==> src/rtl/ipend_pkg.sv <==
package ipend_pkg;
  typedef enum logic [1:0] {
    SEL_MAIN  = 2'd0,
    SEL_MASK  = 2'd1,
    SEL_SPEND = 2'd2,
    SEL_NONE  = 2'd3
  } reg_sel_e;

  localparam int SHARED_IDX = 7;
endpackage

==> src/rtl/ipend_sec_bank.sv <==
module ipend_sec_bank #(
  parameter int SEC_W = 8
) (
  input  logic             clk,
  input  logic             rst,
  input  logic [SEC_W-1:0] evt,
  input  logic             mask_we,
  input  logic             clr_we,
  input  logic [SEC_W-1:0] wdata,
  output logic [SEC_W-1:0] flags,
  output logic [SEC_W-1:0] mask,
  output logic             any_q,
  output logic             rise
);
  logic any_now;

  always_ff @(posedge clk) begin
    if (rst) begin
      flags <= '0;
      mask  <= '0;
      any_q <= 1'b0;
    end else begin
      flags <= (clr_we ? (flags & ~wdata) : flags) | evt;
      if (mask_we) mask <= wdata;
      any_q <= any_now;
    end
  end

  assign any_now = |(flags & mask);
  assign rise    = any_now & ~any_q;


  evt_sets_flag_chk: assert property (@(posedge clk) disable iff (rst)
    (|evt) |=> ((flags & $past(evt)) == $past(evt)));


  w1c_clears_chk: assert property (@(posedge clk) disable iff (rst)
    (clr_we && ((wdata & evt) == '0)) |=> ((flags & $past(wdata)) == '0));
endmodule

==> src/rtl/ipend_main_reg.sv <==
module ipend_main_reg #(
  parameter int                 NUM_BITS  = 8,
  parameter logic [NUM_BITS-1:0] RSVD_MASK = 8'h03,
  localparam int                IDX_W     = $clog2(NUM_BITS)
) (
  input  logic                clk,
  input  logic                rst,
  input  logic [NUM_BITS-1:0] hw_set,
  input  logic                ack_valid,
  input  logic [IDX_W-1:0]    ack_idx,
  input  logic                sw_we,
  input  logic [NUM_BITS-1:0] sw_wdata,
  output logic [NUM_BITS-1:0] pend
);
  genvar gi;
  generate
    for (gi = 0; gi < NUM_BITS; gi++) begin : g_bit
      if (RSVD_MASK[gi]) begin : g_rsvd
        always_ff @(posedge clk) pend[gi] <= 1'b0;
      end else begin : g_live
        logic ack_hit;
        assign ack_hit = ack_valid && (ack_idx == IDX_W'(gi));
        always_ff @(posedge clk) begin
          if (rst)        pend[gi] <= 1'b0;
          else if (sw_we) pend[gi] <= sw_wdata[gi] | hw_set[gi];
          else            pend[gi] <= (pend[gi] & ~ack_hit) | hw_set[gi];
        end
      end
    end
  endgenerate


  hw_set_lands_chk: assert property (@(posedge clk) disable iff (rst)
    (|(hw_set & ~RSVD_MASK)) |=>
      ((pend & $past(hw_set & ~RSVD_MASK)) == $past(hw_set & ~RSVD_MASK)));


  ack_clears_chk: assert property (@(posedge clk) disable iff (rst)
    (ack_valid && !sw_we && !hw_set[ack_idx]) |=> !pend[$past(ack_idx)]);


  sw_write_loads_chk: assert property (@(posedge clk) disable iff (rst)
    sw_we |=> (pend == (($past(sw_wdata) | $past(hw_set)) & ~RSVD_MASK)));


  rsvd_zero_chk: assert property (@(posedge clk) disable iff (rst)
    (sw_we || (|hw_set)) |=> ((pend & RSVD_MASK) == '0));
endmodule

==> src/rtl/ipend_unit.sv <==
module ipend_unit #(
  parameter int                 NUM_BITS  = 8,
  parameter int                 SEC_W     = 8,
  parameter int                 DATA_W    = 8,
  parameter logic [NUM_BITS-1:0] RSVD_MASK = 8'h03,
  localparam int                IDX_W     = $clog2(NUM_BITS)
) (
  input  logic                clk,
  input  logic                rst,
  input  logic [NUM_BITS-1:0] irq_req,
  input  logic                ack_valid,
  input  logic [IDX_W-1:0]    ack_idx,
  input  logic                cpu_we,
  input  logic                cpu_re,
  input  logic [1:0]          cpu_addr,
  input  logic [DATA_W-1:0]   cpu_wdata,
  output logic [DATA_W-1:0]   cpu_rdata,
  input  logic [SEC_W-1:0]    sec_evt,
  output logic [NUM_BITS-1:0] pend_o
);
  import ipend_pkg::*;

  reg_sel_e            sel;
  logic [SEC_W-1:0]    sec_flags, sec_mask;
  logic                sec_any_q, sec_rise;
  logic [NUM_BITS-1:0] hw_set, sh_onehot;
  logic [DATA_W-1:0]   rd_nxt;

  assign sel = reg_sel_e'(cpu_addr);

  always_comb begin
    sh_onehot             = '0;
    sh_onehot[SHARED_IDX] = 1'b1;
    hw_set = (irq_req & ~sh_onehot) | (sec_rise ? sh_onehot : '0);
  end

  ipend_sec_bank #(.SEC_W(SEC_W)) u_sec (
    .clk     (clk),
    .rst     (rst),
    .evt     (sec_evt),
    .mask_we (cpu_we && sel == SEL_MASK),
    .clr_we  (cpu_we && sel == SEL_SPEND),
    .wdata   (cpu_wdata[SEC_W-1:0]),
    .flags   (sec_flags),
    .mask    (sec_mask),
    .any_q   (sec_any_q),
    .rise    (sec_rise)
  );

  ipend_main_reg #(.NUM_BITS(NUM_BITS), .RSVD_MASK(RSVD_MASK)) u_main (
    .clk       (clk),
    .rst       (rst),
    .hw_set    (hw_set),
    .ack_valid (ack_valid),
    .ack_idx   (ack_idx),
    .sw_we     (cpu_we && sel == SEL_MAIN),
    .sw_wdata  (cpu_wdata[NUM_BITS-1:0]),
    .pend      (pend_o)
  );

  always_comb begin
    rd_nxt = '0;
    case (sel)
      SEL_MAIN:  rd_nxt[NUM_BITS-1:0] = pend_o;
      SEL_MASK:  rd_nxt[SEC_W-1:0]    = sec_mask;
      SEL_SPEND: rd_nxt[SEC_W-1:0]    = sec_flags;
      default:   rd_nxt               = '0;
    endcase
  end

  always_ff @(posedge clk) begin
    if (rst)         cpu_rdata <= '0;
    else if (cpu_re) cpu_rdata <= rd_nxt;
  end


  shared_rise_pends_chk: assert property (@(posedge clk) disable iff (rst)
    ($rose(|(sec_flags & sec_mask)) && !cpu_we) |=> pend_o[SHARED_IDX]);


  shared_no_repend_chk: assert property (@(posedge clk) disable iff (rst)
    (ack_valid && ack_idx == IDX_W'(SHARED_IDX) && sec_any_q && !cpu_we) |=>
      !pend_o[SHARED_IDX]);


  read_none_zero_chk: assert property (@(posedge clk) disable iff (rst)
    (cpu_re && sel == SEL_NONE) |=> (cpu_rdata == '0));
endmodule

==> config.mk <==
export PLATFORM = sky130hd
export DESIGN_NAME = ipend_unit
export DESIGN_NICKNAME = d
export VERILOG_FILES = /design/src/rtl/ipend_pkg.sv /design/src/rtl/ipend_sec_bank.sv /design/src/rtl/ipend_main_reg.sv /design/src/rtl/ipend_unit.sv
export SDC_FILE = /design/constraint.sdc
export NUM_CORES = 1
export LEC_CHECK = 0
export BUFFER_PORTS_ARGS = -buffer_cell sky130_fd_sc_hd__buf_2
export CAP_MARGIN = 10
export CORE_ASPECT_RATIO = 0.6
export CORE_MARGIN = 4
export CORE_UTILIZATION = 48
export DETAILED_ROUTE_END_ITERATION = 8
export GPL_TIMING_DRIVEN = 0
export HOLD_SLACK_MARGIN = 0.12
export PLACE_DENSITY = 0.77
export SETUP_SLACK_MARGIN = 0.5
export SLEW_MARGIN = 20
export SYNTH_ARGS = -nofsm -noshare
export SYNTH_HDL_FRONTEND = slang
export SYNTH_SLANG_ARGS = --single-unit
==> constraint.sdc <==
create_clock -name clk -period 1.4 [get_ports clk]
set_input_delay 0.21 -clock clk [delete_from_list [all_inputs] [get_ports clk]]
set_output_delay 0.21 -clock clk [all_outputs]
set_load 0.005 [all_outputs]
# [Word level (Yosys, flattened, before mapping)]
# Index checks and enable logic that the tools add are counted.
[totals] word_cells=69 latch_bits=0 register_bits=31 rom_bits=0 n_memories=0 ram_bits=0 input_bits=34 out_inout_bits=16
[op_classes] muxes=9 div_mod_pow=0 n_bitwise=31 n_mul=0 addsub=0 n_shift=0 magnitude_cmp=0 n_reduce_logical=11 n_eq_ne=8
[op_table] operator="$pmux 8 s3" n=1
[op_table] operator="$and 8x8->8" n=2
[op_table] operator="$mux 8" n=2
[op_table] operator="$eq 3x3->1 const B" n=4
[op_table] operator="$or 1x1->1" n=12
[op_table] operator="$logic_and 1x1->1" n=9
[op_table] operator="$not 8->8" n=1
[op_table] operator="$or 7x8->8" n=1
[op_table] operator="$or 8x8->8" n=1
[op_table] operator="$reduce_or 8->1" n=1
[op_table] operator="$and 1x1->1" n=7
[op_table] operator="$not 1->1" n=7
[op_table] operator="$eq 3x2->1 const B" n=2
[op_table] operator="$mux 1" n=6
[op_table] operator="$eq 2x1->1 const B" n=1
[op_table] operator="$eq 2x2->1 const B" n=1
[op_table] operator="$logic_not 2->1" n=1

# [Logic depth before layout (Yosys ltp)]
[logic_depth] depth_word=7 ltp_mapped=6

# [Modules after synthesis]
# Synthesis repeated with hierarchy kept, for this count alone.
[unflattened] hier_cells=151 area_unflattened_um2=1631.6
[modules_own_cells] mod="ipend_sec_bank" cells_per_inst=57 area_each_um2=660.6 instances=1 seq_area_each_um2=340.3
[modules_own_cells] mod="ipend_unit" cells_per_inst=59 area_each_um2=608.1 instances=1 seq_area_each_um2=160.2
[modules_own_cells] mod="ipend_main_reg" cells_per_inst=35 area_each_um2=362.8 instances=1 seq_area_each_um2=120.1

# [Worst setup path after synthesis]
# OpenSTA, ideal clock, no wires.
[synth_path] kind="input to register" startpoint="in cpu_addr[1]" endpoint="reg u_main.pend[7]" t_arrival_ns=0.978 t_required_ns=1.266 slack_ns=0.288 setup_ns=0.134 cell_stages=4 path_cell_list="buf_6 or3b_4 a31oi_1 o22ai_1"
[synth_via] elab_chain_len=3
[synth_lines] item="from (decl)" line_no="ipend_unit.sv:15" source="input logic [1:0] cpu_addr,"
[synth_lines] item="$logic_not 2->1" line_no="ipend_unit.sv:56" source=".sw_we (cpu_we && sel == SEL_MAIN),"
[synth_lines] item="$logic_and 1x1->1" line_no="ipend_unit.sv:56"
[synth_lines] item="$mux 1" line_no="ipend_main_reg.sv:25" source="else if (sw_we) pend[gi] <= sw_wdata[gi] | hw_set[gi];"
[synth_lines] item="to (signal, indexed assignment)" line_no="ipend_main_reg.sv:25"
[synth_lines] item="to (signal, indexed assignment)" line_no="ipend_main_reg.sv:26" source="else pend[gi] <= (pend[gi] & ~ack_hit) | hw_set[gi];"
[synth_lines] item="to (decl)" line_no="ipend_main_reg.sv:13" source="output logic [NUM_BITS-1:0] pend"
# No other way between the ends.
# A chain may end at the register's enable or synchronous reset.

# [Worst setup path in the final report]
[layout_path] startpoint="reg u_sec.mask[3]" endpoint="reg u_main.pend[7]"
[layout_via] elab_chain_len=7 word_cells_on_any_way=8 classes_between="mux: 2; bitwise: 5; reduce/logical: 1"
[layout_lines] item="from (decl)" line_no="ipend_sec_bank.sv:11" source="output logic [SEC_W-1:0] mask,"
[layout_lines] item="from (signal assigned)" line_no="ipend_sec_bank.sv:24" source="if (mask_we) mask <= wdata;"
[layout_lines] item="$and 8x8->8 *" line_no="ipend_sec_bank.sv:29" source="assign any_now = |(flags & mask);"
[layout_lines] item="$reduce_or 8->1 *" line_no="ipend_sec_bank.sv:29"
[layout_lines] item="$and 1x1->1 *" line_no="ipend_sec_bank.sv:30" source="assign rise = any_now & ~any_q;"
[layout_lines] item="$mux 8 *" line_no="ipend_unit.sv:34" source="hw_set = (irq_req & ~sh_onehot) | (sec_rise ? sh_onehot : '0);"
[layout_lines] item="$or 7x8->8 *" line_no="ipend_unit.sv:34"
[layout_lines] item="$or 1x1->1, on equally long branches" line_no="ipend_main_reg.sv:26, ipend_main_reg.sv:25"
[layout_lines] item="$mux 1 *" line_no="ipend_main_reg.sv:25"
# Every way passes the cells marked *; elsewhere a longest branch is shown, timed or not.

==> flow_summary.toml <==
[critical_path]
max_stage_delay_ns = 0.33
critPathBufInv = 0
critPathLaunchType = "flip-flop"
path_cells = "a22oi_2, and4_1, o22ai_1"
path_max_fanout = 3
cp-end-kind = "flip-flop"
crit_family = "flip-flops"
cpMaxStageDelayCell = "dfxtp_2"
crit_type = "flip-flop to flip-flop"
cp_data_arrival_time_ns = 1.21
cp_data_required_time_ns = 1.53

[sta]
post-route-min-period_ns = 1.077
setup_viol = 0
slew_violations = 0
relSlewSlack_pct = 57.38
skew_ns = 0.003222
tns_ns = 0
fmax_ghz = 0.9289
rsz0062_at_grt = "true"
min_period_over_period_pct = 76.89
holdWs_ns = 0.1275
hold_viol_final = 0
worst_pin_slew_ns = 0.6393

[clock_network]
cts_tree = "done"
clk_path_buf_depth = 2
clk_pin_slew_worst_paths_ns = 0.07
cts_sinks = 31
numCtsBuffers = 5
clockRootBuffer = "clkbuf_8"
cts.htree.levels = 2
clock_latency_ns = 0.28

[synthesis]
synthFlopType = "dfxtp_1"
async_flop_share_pct = 0
avgSynthCellArea_um2 = 9.265
synth-edff-count = 0
syn_inst = 153
syn_area_um2 = 1418
yosysWarnings = 0
yosysSeqAreaShare_pct = 43.78
ys_ff_latch = 31
ys_types = 31

[run_status]
status = "completed"

[global_route]
grtUsageTotal_pct = 25.46
grt_pass1_vias = 1516
antenna_found_initial = 0
grt.overflow.total = 0
grt_pass1_wl_mm = 7.521
grt_max_degree = 12

[place]
gp_congestion = 0.8937
port_buffers = 43
dp_hpwl_mm = 2.873

[finish]
post-route-util_pct = 82.89
drive_gt1_share_pct = 55.16
antenna_cells = 0
mostFrequentLayoutCell = "buf_2"
final_cell_mix = "buf_2, nor2_1, dfxtp_2, buf_6, buf_4"
area_delta_synth_final_pct = 55.69
nets = 256

[power]
irDropWorstVdd_mv = 0.6878
p_leak_uw = 0.0009565
powerDensity_nw_per_um2 = 973.1

[worst_hold_path]
hold_class = "primary input to flip-flop"

[drt]
firstDrtPassIters = 4
drc = 0
wl_per_cell_um = 19.67
vias = 1629
finalWirelength_mm = 5.172
drt_first_iter_violations = 139
ant_nets = 0
vias_per_cell = 6.194

[floorplan]
start_util_pct = 53.24
die_w_um = 78.16
die_h_um = 50.10
rows = 14
ios = 50
core_um2 = 2663
die_area_um2 = 3915

[job]
drv_cap = 0
layout make-up:
cell class                 instances  area (um2)
multi-input combinational        108       837.1
timing repair buffer              61       459.2
sequential                        31       658.1
clock buffer                       5       68.82
inverter                           1       3.754
fill                             158       455.4
buffer                            14       110.1
tap                               40       50.05
clock inverter                     3       20.02
worst register-to-register path, stage by stage (launching register included):
cell	delay (ns)
dfxtp_2	0.33
a22oi_2	0.21
and4_1	0.28
o22ai_1	0.10
flip-flops by register name (all words and copies together) (netlist names):
name,count
u_main.pend,6
u_sec.mask,8
u_sec.flags,8
u_sec.any_q,1
cpu_rdata,8
where the power goes:
| part | switching [uW] | internal (uW) |
|---|---|---|
| clock network | 353 | 345 |
| logic | 205 | 244 |
| registers | 54.6 | 945 |
cells in the mapped netlist (3+ instances only):
cell	n	area share (%)
dfxtp_1	31	44
nor2_1	25	6.6
a21oi_1	18	6.4
mux2i_1	14	9.9
nand4b_1	9	5.6
a211oi_1	7	3.7
a22oi_1	6	3.2
a2bb2oi_1	5	3.1
clkbuf_1	5	1.3
buf_4	4	2.1
buf_2	3	1.1
nand2_1	3	0.79
o311ai_0	3	1.9
kinds of logic after synthesis:
group | count (synthesis) | synth area share, %
simple gates | 49 | 19.51
compound gates | 43 | 20.21
flops | 31 | 43.78
buf+inv | 15 | 6.354
mux | 14 | 9.885
other cells | 1 | 0.2645
layer usage:
metal  up-vias  routed length (um)  global-route usage (%)
met1       789                2117                   29.90
li1        701                   -                       -
met5         -                   0                       0
met2       117                2369                   43.32
met4         0                 174                   10.76
met3        22                 511                   7.636
stage by stage:
stage,total power (uW),instance area (um2),cells,worst slack [ns]
6_report,2148,2207,263,0.3235
3_3_place_gp,1280,1703,237,0.08651
4_1_cts,2067,2072,261,0.4312
5_1_grt,2227,2207,263,0.3009
3_5_place_dp,1293,1703,237,0.03384
2_1_floorplan,1162,1438,154,0.2936
worst paths after layout:
check / start / endpoint / slack [ns] / cells past startpoint
hold reg to reg: u_main.pend[3] / u_main.pend[3] / 0.49 / 2
setup / recovery: u_sec.mask[3] / u_main.pend[7] / 0.32 / 3
hold / removal: sec_evt[1] / u_sec.flags[1] / 0.13 / 3
setup reg to reg: u_sec.mask[3] / u_main.pend[7] / 0.32 / 3
repair_timing:
action                                 in CTS  in global routing
endpoints found under the hold margin       1                  0
pin swaps                                  10                 13
setup endpoints to repair                  34                 44
hold buffers                                1                  0
resized for setup                          45                 25
cloned                                      1                  0
buffers inserted                           14                  2
No activity file was read; power rests on OpenSTA's default activity.
